**src/rtl/usb_tx_pkg.sv**
```systemverilog
package usb_tx_pkg;
  typedef enum logic [2:0] {
    ST_IDLE,
    ST_PID,
    ST_DATA,
    ST_CRC_HI,
    ST_CRC_LO
  } tx_state_e;

  // Handshake identifiers share the low bit pair 2'b10
  function automatic logic is_handshake(input logic [3:0] pid);
    return pid[1:0] == 2'b10;
  endfunction
endpackage

```
**src/rtl/usb_crc16_acc.sv**
```systemverilog
module usb_crc16_acc #(
  parameter int          CRC_W = 16,
  parameter int          DW    = 8,
  parameter logic [15:0] POLY  = 16'h8005,
  parameter logic [15:0] SEED  = 16'hFFFF
) (
  input  logic          clk,
  input  logic          rst_n,
  input  logic          clear_i,
  input  logic          en_i,
  input  logic [DW-1:0] byte_i,
  output logic [DW-1:0] first_o,
  output logic [DW-1:0] second_o
);
  localparam int HALF = CRC_W / 2;

  logic [CRC_W-1:0] crc_q, crc_nxt;

  // Shift-left register, payload bits fed LSB first
  always_comb begin
    crc_nxt = crc_q;
    for (int i = 0; i < DW; i++) begin
      if (crc_nxt[CRC_W-1] ^ byte_i[i])
        crc_nxt = {crc_nxt[CRC_W-2:0], 1'b0} ^ POLY[CRC_W-1:0];
      else
        crc_nxt = {crc_nxt[CRC_W-2:0], 1'b0};
    end
  end

  always_ff @(posedge clk or negedge rst_n) begin
    if (!rst_n)       crc_q <= SEED[CRC_W-1:0];
    else if (clear_i) crc_q <= SEED[CRC_W-1:0];
    else if (en_i)    crc_q <= crc_nxt;
  end

  // Each output byte is a bit-reversed, complemented register half
  for (genvar g = 0; g < HALF; g++) begin : g_rev
    assign first_o[g]  = ~crc_q[CRC_W-1-g];
    assign second_o[g] = ~crc_q[HALF-1-g];
  end
endmodule

```
**src/rtl/usb_tx_seq.sv**
```systemverilog
module usb_tx_seq
  import usb_tx_pkg::*;
#(
  parameter int LEN_W = 10
) (
  input  logic             clk,
  input  logic             rst_n,
  input  logic             start_i,
  input  logic [3:0]       pid_i,
  input  logic [LEN_W-1:0] len_i,
  input  logic             tx_ready_i,
  output tx_state_e        state_o,
  output logic [LEN_W-1:0] idx_o,
  output logic [3:0]       pid_o,
  output logic             busy_o,
  output logic             done_o,
  output logic             crc_clear_o,
  output logic             crc_en_o
);
  tx_state_e        state_q;
  logic [LEN_W-1:0] idx_q, len_q;
  logic [3:0]       pid_q;
  logic             done_q, finish, last_data;

  assign last_data   = idx_q == len_q - LEN_W'(1);
  assign crc_clear_o = (state_q == ST_IDLE) && start_i;
  assign crc_en_o    = (state_q == ST_DATA) && tx_ready_i;
  assign finish      = tx_ready_i &&
                       ((state_q == ST_CRC_LO) ||
                        (state_q == ST_PID && is_handshake(pid_q)));

  always_ff @(posedge clk or negedge rst_n) begin
    if (!rst_n) begin
      state_q <= ST_IDLE;
      idx_q   <= '0;
      len_q   <= '0;
      pid_q   <= '0;
      done_q  <= 1'b0;
    end else begin
      done_q <= finish;
      unique case (state_q)
        ST_IDLE: if (start_i) begin
          pid_q   <= pid_i;
          len_q   <= len_i;
          idx_q   <= '0;
          state_q <= ST_PID;
        end
        ST_PID: if (tx_ready_i) begin
          if (is_handshake(pid_q)) state_q <= ST_IDLE;
          else if (len_q == '0)    state_q <= ST_CRC_HI;
          else                     state_q <= ST_DATA;
        end
        ST_DATA: if (tx_ready_i) begin
          idx_q <= idx_q + LEN_W'(1);
          if (last_data) state_q <= ST_CRC_HI;
        end
        ST_CRC_HI: if (tx_ready_i) state_q <= ST_CRC_LO;
        ST_CRC_LO: if (tx_ready_i) state_q <= ST_IDLE;
        default:   state_q <= ST_IDLE;
      endcase
    end
  end

  assign state_o = state_q;
  assign idx_o   = idx_q;
  assign pid_o   = pid_q;
  assign busy_o  = state_q != ST_IDLE;
  assign done_o  = done_q;

  AST_DONE_ONE_CYCLE: assert property (@(posedge clk) disable iff (!rst_n)
    done_q |=> !done_q);
  AST_DONE_AFTER_LAST: assert property (@(posedge clk) disable iff (!rst_n)
    finish |=> done_q && state_q == ST_IDLE);
  AST_START_IGNORED: assert property (@(posedge clk) disable iff (!rst_n)
    (state_q != ST_IDLE) && start_i |=> $stable(pid_q) && $stable(len_q));
  AST_IDX_IN_RANGE: assert property (@(posedge clk) disable iff (!rst_n)
    state_q == ST_DATA |-> idx_q < len_q);
endmodule

```
**src/rtl/usb_pkt_tx.sv**
```systemverilog
module usb_pkt_tx
  import usb_tx_pkg::*;
#(
  parameter int LEN_W = 10,
  parameter int DW    = 8
) (
  input  logic             clk,
  input  logic             rst_n,
  input  logic             start_i,
  input  logic [3:0]       pid_i,
  input  logic [LEN_W-1:0] len_i,
  output logic             busy_o,
  output logic             done_o,
  output logic [LEN_W-1:0] rd_addr_o,
  input  logic [DW-1:0]    rd_data_i,
  output logic             tx_valid_o,
  input  logic             tx_ready_i,
  output logic [DW-1:0]    tx_data_o
);
  tx_state_e        state;
  logic [LEN_W-1:0] idx;
  logic [3:0]       pid_q;
  logic             crc_clear, crc_en;
  logic [DW-1:0]    crc_first, crc_second;

  usb_tx_seq #(.LEN_W(LEN_W)) u_seq (
    .clk         (clk),
    .rst_n       (rst_n),
    .start_i     (start_i),
    .pid_i       (pid_i),
    .len_i       (len_i),
    .tx_ready_i  (tx_ready_i),
    .state_o     (state),
    .idx_o       (idx),
    .pid_o       (pid_q),
    .busy_o      (busy_o),
    .done_o      (done_o),
    .crc_clear_o (crc_clear),
    .crc_en_o    (crc_en)
  );

  usb_crc16_acc #(.CRC_W(16), .DW(DW)) u_crc (
    .clk      (clk),
    .rst_n    (rst_n),
    .clear_i  (crc_clear),
    .en_i     (crc_en),
    .byte_i   (rd_data_i),
    .first_o  (crc_first),
    .second_o (crc_second)
  );

  assign rd_addr_o  = idx;
  assign tx_valid_o = state != ST_IDLE;

  always_comb begin
    unique case (state)
      ST_PID:    tx_data_o = DW'({~pid_q, pid_q});
      ST_DATA:   tx_data_o = rd_data_i;
      ST_CRC_HI: tx_data_o = crc_first;
      ST_CRC_LO: tx_data_o = crc_second;
      default:   tx_data_o = '0;
    endcase
  end

  AST_VALID_HELD: assert property (@(posedge clk) disable iff (!rst_n)
    tx_valid_o && !tx_ready_i |=> tx_valid_o);
  AST_DATA_HELD: assert property (@(posedge clk) disable iff (!rst_n)
    tx_valid_o && !tx_ready_i |=> $stable(tx_data_o));
  AST_VALID_STARTS: assert property (@(posedge clk) disable iff (!rst_n)
    !busy_o && start_i |=> tx_valid_o && tx_data_o[7:4] == ~tx_data_o[3:0]);
  AST_IDLE_QUIET: assert property (@(posedge clk) disable iff (!rst_n)
    !busy_o |-> !tx_valid_o);
endmodule

```
**config.mk**
```make
export PLATFORM = sky130hd
export DESIGN_NAME = usb_pkt_tx
export DESIGN_NICKNAME = d
export VERILOG_FILES = /design/src/rtl/usb_tx_pkg.sv /design/src/rtl/usb_crc16_acc.sv /design/src/rtl/usb_tx_seq.sv /design/src/rtl/usb_pkt_tx.sv
export SDC_FILE = /design/constraint.sdc
export NUM_CORES = 1
export LEC_CHECK = 0
export ABC_AREA = 0
export CORE_MARGIN = 2
export CORE_UTILIZATION = 35
export DETAILED_ROUTE_END_ITERATION = 8
export GPL_ROUTABILITY_DRIVEN = 0
export PLACE_DENSITY_LB_ADDON = 0.05
export REMOVE_ABC_BUFFERS = 1
export SYNTH_ARGS = -nofsm -noshare
export SYNTH_HDL_FRONTEND = slang
export SYNTH_HIERARCHICAL = 1
export SYNTH_SLANG_ARGS = --single-unit
```
**constraint.sdc**
```tcl
create_clock -name clk -period 6.7 [get_ports clk]
set_input_delay 1.34 -clock clk [delete_from_list [all_inputs] [get_ports clk]]
set_output_delay 1.34 -clock clk [all_outputs]
set_load 0.02 [all_outputs]
```
Yosys cells after proc, flatten, opt, wreduce, memory -nomap -nowiden
Cells that the tools add are included.
W data, S select, Z words.
Storage, ports and cells
  output and inout port bits: 21
  bits of input ports: 26
  flip-flop bits (word level): 44
  word-level logic and storage cells: 89
Cells by class
  reduce and logical (&&, ||, !) cells: 13
  $add $sub $neg: 2
  multiplexer cells: 23
  equal/unequal tests: 12
  bitwise gates (word level): 33
Operators by type and width (number)
  $mux W16: 10
  $pmux W8 S4: 1
  $not A3 Y3: 8
  $mux W3: 7
  $mux W10: 2
  $pmux W10 S2: 1
  $not A1 Y1: 16
  $pmux W3 S5: 1
  $add A10 B1 Y10 const B: 1
  $eq A10 B10 Y1: 1
  $logic_not A10 Y1: 1
  $ne A2 B2 Y1 const B: 5
  $sub A10 B1 Y10 const B: 1
  $xor A1 B1 Y1: 8
  $eq A3 B2 Y1 const B: 2
  $reduce_and A6 Y1: 1
  $logic_and A1 B1 Y1: 4
  $not A4 Y4: 1
  $reduce_bool A2 Y1: 2
  $eq A3 B1 Y1 const B: 1
  $eq A3 B3 Y1 const B: 1
  $logic_not A3 Y1: 1
  $reduce_and A3 Y1: 1
  $reduce_bool A3 Y1: 1
  5 further kinds: 5

Depth between registers and ports, before layout
  word-level depth: 18
  mapped depth: 8
  depth with buffers taken out: 7

Modules after synthesis
The synthesis kept the hierarchy.
By module, submodules not included
  usb_tx_seq: seq. area each 700.7 um^2, instances 1, area each 1615.3 um^2, cells each 163
  usb_crc16_acc: seq. area each 420.4 um^2, instances 1, area each 908.4 um^2, cells each 97
  usb_pkt_tx: seq. area each 0.0 um^2, instances 1, area each 301.5 um^2, cells each 37

Worst setup path after synthesis
Ideal clock, no wire load.
  path type: input-to-output
  from: input port rd_data_i[0]
  to: output port tx_data_o[0]
  path buffers: 0
  stages: 2
  arrival time: 1751 ps
  path slack: 3609 ps
  required time: 5360 ps
  path through: a22oi_1 -> o22ai_1
On the way
  longest elaborated chain between the ends: 1
RTL lines
  from (decl): line usb_pkt_tx.sv:15  | input logic [DW-1:0] rd_data_i,
  $pmux W8 S4: line usb_pkt_tx.sv:56  | unique case (state)
  to (decl): line usb_pkt_tx.sv:18  | output logic [DW-1:0] tx_data_o
Every way passes these cells.

Worst setup path after layout
  from: register u_seq.state_q[1], in the netlist u_seq/state_o[1]
  to: output port tx_data_o[6]
On the way
  longest elaborated chain between the ends: 2
  elaborated cells between the ends (all ways): 5
  those cells by class: 4 x eq/ne; 1 x mux
RTL lines
  from (decl): line usb_tx_seq.sv:20  | tx_state_e state_q;
  from (signal assigned): line usb_tx_seq.sv:34  | state_q <= ST_IDLE;
  from (signal assigned): line usb_tx_seq.sv:46  | state_q <= ST_PID;
  from (signal assigned): line usb_tx_seq.sv:49  | if (is_handshake(pid_q)) state_q <= ST_IDLE;
  $eq A3 B3 Y1 (tied with other cells): line usb_pkt_tx.sv:56
  $pmux W8 S4 (*): line usb_pkt_tx.sv:56
Mark *: on every way between the ends. The rest lies on a longest branch, timed or not.

==> run_summary.xml <==
<?xml version="1.0" encoding="UTF-8"?>
<metrics>
  <group name="layout">
    <metric name="layout.nets" unit="">365</metric>
    <metric name="multiInputGateArea" unit="um2">1518</metric>
    <metric name="drive_above_1_share" unit="">0.1302</metric>
    <metric name="final_common_cell" unit="">sky130_fd_sc_hd__clkdlybuf4s50_1</metric>
    <metric name="layout_common_cells" unit="">sky130_fd_sc_hd__clkdlybuf4s50_1 (45), sky130_fd_sc_hd__nand2_1 (32), sky130_fd_sc_hd__dfrtp_1 (28)</metric>
    <metric name="register_area" unit="um2">1121</metric>
    <metric name="nFillCells" unit="">791</metric>
    <metric name="antennaDiodeCount" unit="">0</metric>
    <metric name="layout-area-overhead-vs-synth" unit="%">20.73</metric>
  </group>
  <group name="clocking">
    <metric name="clock_sinks" unit="">44</metric>
    <metric name="clock_tree_buffer_depth" unit="">2</metric>
    <metric name="cts.root.buffer_cell" unit="">sky130_fd_sc_hd__clkbuf_8</metric>
    <metric name="cts.clk_slew.worst_paths" unit="ns">0.09</metric>
    <metric name="cts_post_setup_buffers_inserted" unit="">0</metric>
    <metric name="cts_hold_repair.buffers" unit="">0</metric>
    <metric name="cts_buffers" unit="">5</metric>
    <metric name="post_cts.resized_instances" unit="">0</metric>
    <metric name="tritoncts_clock_tree" unit="">done</metric>
    <metric name="clock_tree.htree_level_count" unit="">2</metric>
    <metric name="worst_skew_pair_later_pin_latency" unit="ns">0.30</metric>
  </group>
  <group name="yosys">
    <metric name="syn_area_per_cell" unit="um2">9.512</metric>
    <metric name="synth_area" unit="um2">2825</metric>
    <metric name="synth_largest_type_area_fraction" unit="">0.2480</metric>
    <metric name="synth_seq_area_share" unit="">0.3968</metric>
    <metric name="netlist_instances" unit="">297</metric>
    <metric name="yosys_register_bits" unit="">44</metric>
    <metric name="synth_unique_cells" unit="">51</metric>
    <metric name="synth.largest_area_cell" unit="">sky130_fd_sc_hd__dfrtp_1</metric>
    <metric name="ys_dominant_reg_cell" unit="">sky130_fd_sc_hd__dfrtp_1</metric>
    <metric name="yosys_warnings" unit="">6</metric>
    <metric name="synth_edf_count" unit="">0</metric>
    <metric name="synth_area_leaders" unit="">sky130_fd_sc_hd__dfrtp_1 (25%), sky130_fd_sc_hd__dfstp_2 (15%), sky130_fd_sc_hd__xnor2_1 (8.1%), sky130_fd_sc_hd__nand2_1 (4.3%), sky130_fd_sc_hd__mux2_1 (4.0%)</metric>
    <metric name="synth_async_sr_flop_share" unit="">1.000</metric>
  </group>
  <group name="sta">
    <metric name="finalClockSkew" unit="ns">0.008206</metric>
    <metric name="grt_setup_unrepaired" unit="">false</metric>
    <metric name="timing.setup.tns" unit="ns">0</metric>
    <metric name="setup_viol" unit="">0</metric>
    <metric name="max_freq" unit="GHz">0.2447</metric>
    <metric name="final_report_hold_violation_count" unit="">0</metric>
    <metric name="worst_pin_slew" unit="ns">0.7843</metric>
    <metric name="maxSlewHeadroom" unit="">0.4760</metric>
    <metric name="postLayoutSetupSlackWorst" unit="ns">2.614</metric>
    <metric name="final-max-slew-violation-count" unit="">0</metric>
    <metric name="finalWorstPathRequiredPeriod" unit="ns">4.086</metric>
    <metric name="final_min_period_over_clock_period" unit="">0.6099</metric>
  </group>
  <group name="job">
    <metric name="timing.max_cap.violations" unit="">0</metric>
  </group>
  <group name="detailed_routing">
    <metric name="post_route_drc" unit="">0</metric>
    <metric name="avgRoutedWirePerCell" unit="um">15.35</metric>
    <metric name="drtIter0Drc" unit="">69</metric>
    <metric name="postRouteAntennaNets" unit="">0</metric>
    <metric name="first_pass_iters" unit="">4</metric>
    <metric name="vias_per_cell" unit="">5.041</metric>
    <metric name="routed_wl" unit="um">6756</metric>
    <metric name="via_count" unit="">2218</metric>
  </group>
  <group name="pwr">
    <metric name="power.clock.fraction" unit="">0.110</metric>
    <metric name="powerDensity" unit="nW/um2">444.4</metric>
    <metric name="cellInternalPower" unit="uW">852.6</metric>
    <metric name="power_dissipated_by_switching_net_loads" unit="uW">663.1</metric>
    <metric name="p_seq_frac" unit="">0.340</metric>
    <metric name="p_comb_frac" unit="">0.550</metric>
    <metric name="ir_worst_vdd" unit="mV">0.1830</metric>
    <metric name="switching_share" unit="">0.4375</metric>
    <metric name="leakage_power" unit="nW">1.375</metric>
  </group>
  <group name="status">
    <metric name="outcome" unit="">finished, final reports clean</metric>
  </group>
  <group name="setup_path">
    <metric name="required" unit="ns">5.36</metric>
    <metric name="worstSetupPathType" unit="">flop to output port</metric>
    <metric name="timing.critical_path.arrival" unit="ns">2.75</metric>
    <metric name="cp_max_fo" unit="">24</metric>
    <metric name="endpoint_kind" unit="">output port</metric>
    <metric name="crit_path_start_kind" unit="">flop</metric>
  </group>
  <group name="min_path">
    <metric name="hold_path.class" unit="">flop to flop</metric>
  </group>
  <group name="global_routing">
    <metric name="grt_overflow_total" unit="">0</metric>
    <metric name="initial_antenna_violation_count" unit="">0</metric>
    <metric name="global_route_wire_length_before_repair" unit="um">11450</metric>
    <metric name="first_global_vias" unit="">2253</metric>
    <metric name="grt_max_degree" unit="">45</metric>
    <metric name="global_route.usage.total" unit="">0.1676</metric>
  </group>
  <group name="floorplanning">
    <metric name="die_x" unit="um">93.85</metric>
    <metric name="dieHeight" unit="um">93.85</metric>
    <metric name="rows" unit="">32</metric>
    <metric name="floorplan.initialDensity" unit="">0.3637</metric>
    <metric name="die_area" unit="um2">8807</metric>
    <metric name="pin_count" unit="">47</metric>
    <metric name="fp.coreArea" unit="um2">7767</metric>
  </group>
  <group name="place">
    <metric name="placement.setup.worst_slack" unit="ns">2.618</metric>
    <metric name="numPortBuffers" unit="">46</metric>
    <metric name="dp_hpwl" unit="um">4690</metric>
  </group>
</metrics>
[registers in the layout, indices dropped and copies added, names as in the netlist]
| signal | count |
|---|---|
| u_crc/crc_q | 16 |
| u_seq/done_o | 1 |
| u_seq/idx_o | 10 |
| u_seq/len_q | 10 |
| u_seq/pid_o | 4 |
| u_seq/state_o | 3 |
[cell type report]
class                      count  area share
multi-input combinational    214      0.4450
clock buffer                   6     0.02128
clock inverter                 2    0.003302
sequential                    44      0.3287
inverter                      24     0.02641
timing repair buffer          48      0.1379
tap                          102     0.03742
[cells in the mapped netlist (3+ instances only)]
library cell / n
sky130_fd_sc_hd__a21oi_1: 12
sky130_fd_sc_hd__nand2_1: 32
sky130_fd_sc_hd__nand4_1: 5
sky130_fd_sc_hd__o211ai_1: 10
sky130_fd_sc_hd__dfstp_2: 16
sky130_fd_sc_hd__nor3b_1: 4
sky130_fd_sc_hd__inv_1: 24
sky130_fd_sc_hd__o22ai_1: 5
sky130_fd_sc_hd__buf_2: 4
sky130_fd_sc_hd__xnor2_1: 26
sky130_fd_sc_hd__and2b_1: 3
sky130_fd_sc_hd__dfrtp_1: 28
sky130_fd_sc_hd__nor2_1: 18
sky130_fd_sc_hd__a22oi_1: 6
sky130_fd_sc_hd__clkbuf_1: 6
sky130_fd_sc_hd__mux2_1: 10
sky130_fd_sc_hd__o21ai_0: 13
sky130_fd_sc_hd__mux2i_1: 4
sky130_fd_sc_hd__nor3_1: 6
sky130_fd_sc_hd__buf_6: 5
sky130_fd_sc_hd__xor2_1: 11
sky130_fd_sc_hd__or3_1: 5
sky130_fd_sc_hd__nor2b_1: 7
[critical path: stages (launching register included)]
cell	delay, ns
sky130_fd_sc_hd__dfrtp_1	0.68
sky130_fd_sc_hd__nor2b_1	0.75
sky130_fd_sc_hd__a22oi_1	0.19
sky130_fd_sc_hd__o32ai_1	0.17
sky130_fd_sc_hd__clkdlybuf4s50_1	0.65
[kinds of logic (layout without fill, tap and decap cells)]
group | count (synthesis) | in the layout | share of synthesized area
adders and majority gates | 2 | 2 | 0.008856
and+or+nand+nor | 96 | 96 | 0.1873
DFF | 44 | 44 | 0.3968
muxes | 15 | 15 | 0.05802
buffers and inverters | 39 | 80 | 0.06687
xor gates and xnor gates | 38 | 38 | 0.1231
AOI/OAI and AO/OA | 63 | 63 | 0.1590
[power by group through the flow]
stage / sequential, mW / clock (mW) / combinational (mW)
2_1_floorplan: 0.488 / 0 / 0.604
3_3_place_gp: 0.522 / 0 / 0.842
3_5_place_dp: 0.524 / 0 / 0.839
4_1_cts: 0.518 / 0.175 / 0.846
5_1_grt: 0.539 / 0.188 / 0.927
6_report: 0.515 / 0.167 / 0.833
[final timing paths]
path / end / cells after the start / from / slack, ns
min in group asynchronous: u_seq/pid_o[2] / 2 / rst_n / 1.13
max in group asynchronous: u_seq/idx_o[3] / 2 / rst_n / 5.18
max reg2reg: u_crc/crc_q[15] / 5 / u_seq/state_o[1] / 4.02
min: u_seq/pid_o[2] / 1 / u_seq/pid_o[2] / 0.49
min reg2reg: u_seq/pid_o[2] / 1 / u_seq/pid_o[2] / 0.49
max: tx_data_o[6] / 4 / u_seq/state_o[1] / 2.61
[routing by layer]
metal / global-route usage / part of all wire / routed length, um / up-vias
met2: 0.2905 / 0.50 / 3398 / 39
met3: 0.02648 / 0.027 / 183 / 7
met4: 0.03986 / 0.0093 / 63 / 0
li1: - / - / - / 1106
met5: 0 / 0 / 0 / -
met1: 0.2188 / 0.46 / 3110 / 1066
[through the flow]
stage                       util  instances  hold WS, ns  instance area, um2  total power [mW]
after floorplan                -        282       0.4495                2726             1.092
after global placement    0.4283        432       0.4653                3327             1.364
after detailed placement  0.4283        432       0.4716                3327             1.363
after CTS                 0.4391        440       0.4927                3411             1.539
after global routing      0.4391        440       0.5153                3411             1.654
final                     0.4391        440       0.4865                3411             1.516
Power figures use the tool's default switching activity.
